<file path="src/rtl/mxsw_pkg.sv">
package mxsw_pkg;

    localparam int MAXM = 4096;
    localparam int MAXS = 64;

    function automatic logic [MAXM-1:0] mesh_matrix(int lanes, int cin, int cout);
        logic [MAXM-1:0] m;
        int nl;
        int nsnk;
        m    = '0;
        nl   = 4 * lanes;
        nsnk = nl + cin;
        for (int i = 0; i < nl; i++)
            for (int j = nl; j < nsnk; j++)
                m[i*nsnk+j] = 1'b1;
        for (int i = nl; i < nl + cout; i++)
            for (int j = 0; j < nl; j++)
                m[i*nsnk+j] = 1'b1;
        return m;
    endfunction

    function automatic logic [MAXS-1:0] column(logic [MAXM-1:0] m, int nsrc, int nsnk, int j);
        logic [MAXS-1:0] c;
        c = '0;
        for (int i = 0; i < nsrc; i++)
            c[i] = m[i*nsnk+j];
        return c;
    endfunction

    function automatic int popcnt(logic [MAXS-1:0] c, int n);
        int cnt;
        cnt = 0;
        for (int i = 0; i < n; i++)
            if (c[i]) cnt++;
        return cnt;
    endfunction

    function automatic int sel_width(int cnt);
        return (cnt <= 1) ? 0 : $clog2(cnt);
    endfunction

    function automatic int nth_driver(logic [MAXS-1:0] c, int n, int k);
        int seen;
        seen = 0;
        for (int i = 0; i < n; i++) begin
            if (c[i]) begin
                if (seen == k) return i;
                seen++;
            end
        end
        return 0;
    endfunction

    function automatic int max_width(logic [MAXM-1:0] m, int nsrc, int nsnk);
        int w;
        int cw;
        w = 0;
        for (int j = 0; j < nsnk; j++) begin
            cw = sel_width(popcnt(column(m, nsrc, nsnk, j), nsrc));
            if (cw > w) w = cw;
        end
        return w;
    endfunction

endpackage

</file>
<file path="src/rtl/mxsw_sel_reg.sv">
module mxsw_sel_reg #(
    parameter int SW  = 1,
    parameter int IDX = 0,
    parameter int AW  = 1,
    parameter int CW  = 1
) (
    input  logic          clk,
    input  logic          rst_n,
    input  logic          cfg_we,
    input  logic [AW-1:0] cfg_addr,
    input  logic [CW-1:0] cfg_wdata,
    output logic [SW-1:0] sel
);

    typedef struct packed {
        logic [SW-1:0] sel;
    } state_t;

    state_t st_d;
    state_t st_q;

    always_comb begin
        st_d = st_q;
        if (cfg_we && (cfg_addr == AW'(IDX)))
            st_d.sel = cfg_wdata[SW-1:0];
    end

    always_ff @(posedge clk or negedge rst_n) begin
        if (!rst_n) st_q <= '0;
        else        st_q <= st_d;
    end

    assign sel = st_q.sel;

endmodule

</file>
<file path="src/rtl/mxsw_sink_mux.sv">
module mxsw_sink_mux
    import mxsw_pkg::*;
#(
    parameter int              NSRC = 2,
    parameter int              DW   = 8,
    parameter int              SW   = 1,
    parameter logic [MAXS-1:0] COL  = '1
) (
    input  logic [NSRC*DW-1:0] srcs,
    input  logic [SW-1:0]      sel,
    output logic [DW-1:0]      dout
);

    always_comb begin
        int k;
        k    = 0;
        dout = '0;
        for (int i = 0; i < NSRC; i++) begin
            if (COL[i]) begin
                if (k == int'(sel)) dout = srcs[i*DW +: DW];
                k++;
            end
        end
    end

endmodule

</file>
<file path="src/rtl/mxsw_switch.sv">
module mxsw_switch
    import mxsw_pkg::*;
#(
    parameter int              LANES    = 2,
    parameter int              CORE_IN  = 2,
    parameter int              CORE_OUT = 2,
    parameter int              DW       = 16,
    parameter bit              UNIFORM  = 1'b0,
    parameter logic [MAXM-1:0] CONN     = mesh_matrix(LANES, CORE_IN, CORE_OUT),
    localparam int NLINK = 4 * LANES,
    localparam int NSRC  = NLINK + CORE_OUT,
    localparam int NSNK  = NLINK + CORE_IN,
    localparam int AW    = $clog2(NSNK),
    localparam int KAPPA = max_width(CONN, NSRC, NSNK),
    localparam int CW    = (KAPPA < 1) ? 1 : KAPPA
) (
    input  logic                  clk,
    input  logic                  rst_n,
    input  logic                  cfg_we,
    input  logic [AW-1:0]         cfg_addr,
    input  logic [CW-1:0]         cfg_wdata,
    input  logic [NLINK*DW-1:0]   link_in,
    input  logic [CORE_OUT*DW-1:0] core_out,
    output logic [NLINK*DW-1:0]   link_out,
    output logic [CORE_IN*DW-1:0] core_in
);

    logic [NSRC*DW-1:0] srcs;
    logic [NSNK*DW-1:0] sinks;

    assign srcs     = {core_out, link_in};
    assign link_out = sinks[NLINK*DW-1:0];
    assign core_in  = sinks[NSNK*DW-1 -: CORE_IN*DW];

    for (genvar j = 0; j < NSNK; j++) begin : g_sink
        localparam logic [MAXS-1:0] COL = column(CONN, NSRC, NSNK, j);
        localparam int CNT = popcnt(COL, NSRC);
        localparam int W   = sel_width(CNT);
        localparam int SW  = UNIFORM ? CW : W;

        if (CNT == 0) begin : g_idle
            assign sinks[j*DW +: DW] = '0;
        end else if (CNT == 1) begin : g_wire
            localparam int SRC = nth_driver(COL, NSRC, 0);
            assign sinks[j*DW +: DW] = srcs[SRC*DW +: DW];
        end else begin : g_mux
            logic [SW-1:0] sel;

            mxsw_sel_reg #(
                .SW (SW),
                .IDX(j),
                .AW (AW),
                .CW (CW)
            ) u_reg (
                .clk      (clk),
                .rst_n    (rst_n),
                .cfg_we   (cfg_we),
                .cfg_addr (cfg_addr),
                .cfg_wdata(cfg_wdata),
                .sel      (sel)
            );

            mxsw_sink_mux #(
                .NSRC(NSRC),
                .DW  (DW),
                .SW  (SW),
                .COL (COL)
            ) u_mux (
                .srcs(srcs),
                .sel (sel),
                .dout(sinks[j*DW +: DW])
            );
        end
    end

endmodule

</file>
<file path="config.mk">
export PLATFORM = sky130hd
export DESIGN_NAME = mxsw_switch
export DESIGN_NICKNAME = d
export VERILOG_FILES = /design/src/rtl/mxsw_pkg.sv /design/src/rtl/mxsw_sel_reg.sv /design/src/rtl/mxsw_sink_mux.sv /design/src/rtl/mxsw_switch.sv
export SDC_FILE = /design/constraint.sdc
export NUM_CORES = 1
export LEC_CHECK = 0
export CAP_MARGIN = 15
export CORE_AREA = 3 3 126 128
export CTS_CLUSTER_SIZE = 10
export DETAILED_ROUTE_END_ITERATION = 7
export DIE_AREA = 0 0 129 131
export PLACE_DENSITY = 0.71
export SLEW_MARGIN = 20
export SYNTH_ARGS = -nofsm -noshare
export SYNTH_HDL_FRONTEND = slang
export SYNTH_SLANG_ARGS = --single-unit
</file>
<file path="constraint.sdc">
create_clock -name clk -period 2.6 [get_ports clk]
set_clock_uncertainty 0.15 [all_clocks]
set_input_delay 0.39 -clock clk [delete_from_list [all_inputs] [get_ports clk]]
set_output_delay 0.39 -clock clk [all_outputs]
set_load 0.05 [all_outputs]
</file>
* Word-level counts from Yosys, hierarchy flattened
Cells that the tools add are included.
** Operators by class
- Equality and inequality tests :: 23
- Muxes and demuxes :: 24
- Reduce and logical (&&, ||, !) cells :: 13
** Operator list (count)
- $mux 16 :: 24
- $eq 3x3->1 const A :: 8
- $eq 4x3->1 const B :: 4
- $eq 2x3->1 const A :: 4
- $logic_and 1x1->1 :: 10
- $eq 4x2->1 const B :: 2
- $eq 4x4->1 const B :: 2
- $eq 1x3->1 const A :: 2
- $logic_not 3->1 :: 2
- $eq 4x1->1 const B :: 1
- $logic_not 4->1 :: 1
** Storage, ports and cells
- Register bits after elaboration :: 14
- Bits of input ports :: 170
- Output and inout port bits :: 160
- Word-level logic and storage cells :: 70

* Longest topological paths before layout
- Depth in word-level cells :: 9
- Mapped depth :: 7
- Gate-level depth less buffers :: 4

* Hierarchy
Synthesis repeated with hierarchy kept, for this count alone.
** Second synthesis, totals
- Cell total of the unflattened synthesis :: 570
- Area, all modules :: 5400.2 um^2
** Modules (own cells, without submodules)
- mxsw_sink_mux (g_sink[8].g_mux.u_mux ...) :: times used 2, cells an instance 189, area each 1362.6 um^2, seq. area each 0.0 um^2
- mxsw_sink_mux (g_sink[0].g_mux.u_mux ...) :: times used 8, cells an instance 18, area each 249.0 um^2, seq. area each 0.0 um^2
- mxsw_sel_reg (g_sink[8].g_mux.u_reg) :: times used 1, cells an instance 8, area each 137.6 um^2, seq. area each 75.1 um^2
- mxsw_sel_reg (g_sink[9].g_mux.u_reg) :: times used 1, cells an instance 8, area each 123.9 um^2, seq. area each 75.1 um^2
- mxsw_sel_reg (g_sink[1].g_mux.u_reg ...) :: times used 2, cells an instance 4, area each 52.6 um^2, seq. area each 25.0 um^2
- mxsw_sel_reg (g_sink[5].g_mux.u_reg ...) :: times used 2, cells an instance 4, area each 48.8 um^2, seq. area each 25.0 um^2
- mxsw_sel_reg (g_sink[4].g_mux.u_reg) :: times used 1, cells an instance 4, area each 58.8 um^2, seq. area each 25.0 um^2
- mxsw_sel_reg (g_sink[0].g_mux.u_reg) :: times used 1, cells an instance 4, area each 55.1 um^2, seq. area each 25.0 um^2
- mxsw_sel_reg (g_sink[7].g_mux.u_reg) :: times used 1, cells an instance 4, area each 53.8 um^2, seq. area each 25.0 um^2
- mxsw_sel_reg (g_sink[3].g_mux.u_reg) :: times used 1, cells an instance 4, area each 51.3 um^2, seq. area each 25.0 um^2

* Worst setup path after synthesis
No wires, ideal clock.
- Path type :: reg-to-output
- Start :: register g_sink[9].g_mux.u_reg.st_q, in the netlist g_sink[9].g_mux.u_reg.sel[0]
- End :: output port core_in[17]
- Arrival time :: 2.251 ns
- Required time :: 2.060 ns
- Setup slack :: -0.191 ns
- Stages on the path, launching flop included :: 6
- Buffers on the path :: 1
- Cell sequence :: dfrtp_1 buf_2 nand2b_1 nor2_1 o31a_1 a211oi_1
** On the way
- Cells in the longest elaborated chain, start to end :: 9
- Elaborated cells between the ends (all ways) :: 16
- Those cells by class :: 7 x eq/ne; 8 x mux; 1 x reduce/logical
** RTL lines
- start: declaration :: RTL line mxsw_sel_reg.sv:20 : state_t st_q;
- start signal: assignment :: RTL line mxsw_sel_reg.sv:30 : else st_q <= st_d;
- $logic_not 3->1 :: RTL line mxsw_sink_mux.sv:20 : if (k == int'(sel)) dout = srcs[i*DW +: DW];
- $mux 16 (7 in a row) :: RTL line mxsw_sink_mux.sv:20
- $mux 16 * :: RTL line mxsw_sink_mux.sv:20
- end: declaration :: RTL line mxsw_switch.sv:25 : output logic [CORE_IN*DW-1:0] core_in
Mark *: on every way between the ends. The rest lies on a longest branch, timed or not.

* Worst setup path in the final report
- Start :: register g_sink[9].g_mux.u_reg.st_q, in the netlist g_sink[9].g_mux.u_reg.sel[0]
- End :: output port core_in[20]
Same word-level chain as after synthesis.

==> flow_summary.toml <==
[detailed_routing]
drc = 0
drt.antenna.violating_nets = 0
num_vias = 5546
viasPerCell = 5.65
drtPass1Iterations = 5
wl_um = 21700
wl_per_cell_um = 22.1
first_iter_violations = 353

[pwr]
p_int_w = 0.00319
irDropWorstVdd_v = 0.000390
p_switching_w = 0.00365
p_clk_share_pct = 4.2
power_density_nw_per_um2 = 796
swShare_pct = 53.3
p_leak_nw = 3.43
p_seq_share_pct = 7.2
combinationalPowerShare_pct = 88.6

[clock_tree]
clock_sinks = 14
cts_tree = "yes"
cts-resized-gates = 0
h-tree-depth = 1
cts.hold.buffers_added = 0
post-cts-setup-buffers = 0
clkSlewWorstSetupHoldPaths_ns = 0.04
clk_latency_ns = 0.24
cts_root_buf = "clkbuf_16"
cts_buffer_depth = 2
cts_made_buffers = 3

[setup_path]
reg2regPathDepth = 1
start_kind = "flop"
cp_top_family = "compound AO/OA/AOI/OAI gates"
cp_max_fo = 33
crit_arrival_ns = 1.95
crit_cells = 6
required_ns = 2.06
cpMostUsedCell = "buf_12"
cp-end-kind = "output port"
crit_buf_inv = 2
crit_slowest_cell = "dfrtp_2"
critical_path.max_stage_delay_ns = 0.43
crit_chain = "buf_12 -> nand2b_2 -> nor2_1 -> o31a_1 -> a211oi_2 -> buf_12"
critPathKind = "flop to output port"

[timing]
finalMaxSlewViolations = 0
tightest_slew_ns = 0.879
period_minus_slack_ns = 2.49
layout_setup_ws_ns = 0.111
setup_viol = 0
fmax_mhz = 402
hold_ws_ns = 0.387
fin_crit_sh_pct = 95.7
slew_headroom_pct = 41.4
finalSetupTns_ns = 0
rsz0062_at_grt = "no"
finalHoldViolCount = 0

[synth]
synth.distinct_cells = 41
synth_most_common_cell = "mux2_2"
syn_area_per_cell_um2 = 9.03
synthTopCellsByCount = "159 x mux2_2, 37 x a21oi_1, 34 x mux2i_1"
syn_inst = 489
ys_ff_latch = 14
syn-cell-area_um2 = 4420
synth_top_area_cell = "mux2_2"
synth_fp_nets = 659
synth_top_area_share_pct = 40.5
ys_top_cells_by_area = "mux2_2 41%, mux4_2 8.7%, dfrtp_1 7.9%"
synth_flop_cell = "dfrtp_1"
synthArstFlopShare_pct = 100
synth_edf_count = 0
ys_seq_area_share_pct = 7.93
ys_warn_count = 0

[grt]
grt_pass1_vias = 5761
grt_max_degree = 50
grt.overflow.total = 0
grt_usage_pct = 23.7
grt_first_pass_wirelength_um = 32100
grt_antenna_before_repair = 0

[layout]
fillers = 1247
largest_reg_flops = 14
drive_gt1_share_pct = 47.1
antenna_cells = 0
area_growth_pct = 94.4
fin_nets = 965
multi_input_area_um2 = 3770
seqCellArea_um2 = 357

[run]
maxCapViolCount = 0

[place]
place_congestion = 0.924
post-place-ws_ns = 0.116
port_buffers = 329
dp_hpwl_um = 17400

[outcome]
outcome = "complete, no violations"

[floorplan]
coreArea_um2 = 15000
fp.dieH_um = 131
start_util_pct = 29.5
ioPinCount = 330
die_x_um = 129
dieArea_um2 = 16900
row_count = 45

[worst_hold_path]
hp-class = "primary input to asynchronous set/reset pin"
## power by group through the flow
stage	clock network (W)	logic (W)	registers (W)
final	0.000288	0.00606	0.000491
after global routing	0.000302	0.00630	0.000509
after CTS	0.000296	0.00607	0.000494
after detailed placement	0	0.00605	0.000497
after global placement	0	0.00599	0.000493
after floorplan	0	0.00389	0.000286
## layout by cell type, fill, tap and decap left out, types with 13 or more instances in the layout
cell type	instances
mux4_2	17
a21oi_1	37
o22ai_1	15
buf_12	84
nand2_1	21
nor2_1	24
o21ai_0	13
clkdlybuf4s50_1	169
buf_4	101
mux2_2	159
mux2i_1	34
## path summary, 6_finish.rpt
| path | startpoint | end | slack, ns |
|---|---|---|---|
| worst min-delay path | rst_n | g_sink[4].g_mux.u_reg.sel | 0.39 |
| worst max register to register | g_sink[0].g_mux.u_reg.sel | g_sink[0].g_mux.u_reg.sel | 1.18 |
| worst min register to register | g_sink[9].g_mux.u_reg.sel[2] | g_sink[9].g_mux.u_reg.sel[2] | 0.55 |
| max in group asynchronous | rst_n | g_sink[9].g_mux.u_reg.sel[1] | 1.48 |
| worst max-delay path | g_sink[9].g_mux.u_reg.sel[0] | core_in[20] | 0.11 |
| min in group clk | g_sink[9].g_mux.u_reg.sel[2] | g_sink[9].g_mux.u_reg.sel[2] | 0.55 |
## stage by stage
stage | util (%) | power [W] | cells | area [um^2]
after global routing | 57.3 | 0.00711 | 982 | 8590
final | 57.3 | 0.00684 | 982 | 8590
after detailed placement | 56.8 | 0.00654 | 978 | 8500
after global placement | 56.8 | 0.00648 | 978 | 8500
after floorplan | - | 0.00417 | 489 | 4430
after CTS | 57.3 | 0.00686 | 982 | 8580
## layout make-up
type                    instances  area share [%]
inverters                       3           0.131
flip-flops and latches         14            4.15
repair buffers                354            48.1
well taps                     188            2.74
multi-input cells             419            44.0
clock buffers                   4           0.918
## logic make-up (layout without fill, tap and decap cells)
group / after synthesis / count (layout) / synth area share [%]
AOI/OAI and AO/OA: 129 / 129 / 19.4
buffers and inverters: 56 / 361 / 6.88
DFF: 14 / 14 / 7.93
muxes: 210 / 210 / 56.9
and+or+nand+nor: 80 / 80 / 8.89
## metal layers
metal / share of wire, % / track usage [%] / vias to the layer above / wire length (um)
li1: - / - / 2520 / -
met4: 3.0 / 8.28 / 0 / 646
met3: 8.8 / 5.77 / 40 / 1910
met5: 0 / 0 / - / 0
met2: 52 / 43.1 / 328 / 11200
met1: 37 / 27.0 / 2658 / 7910
Note: power is estimated with default switching activity, not from simulation.
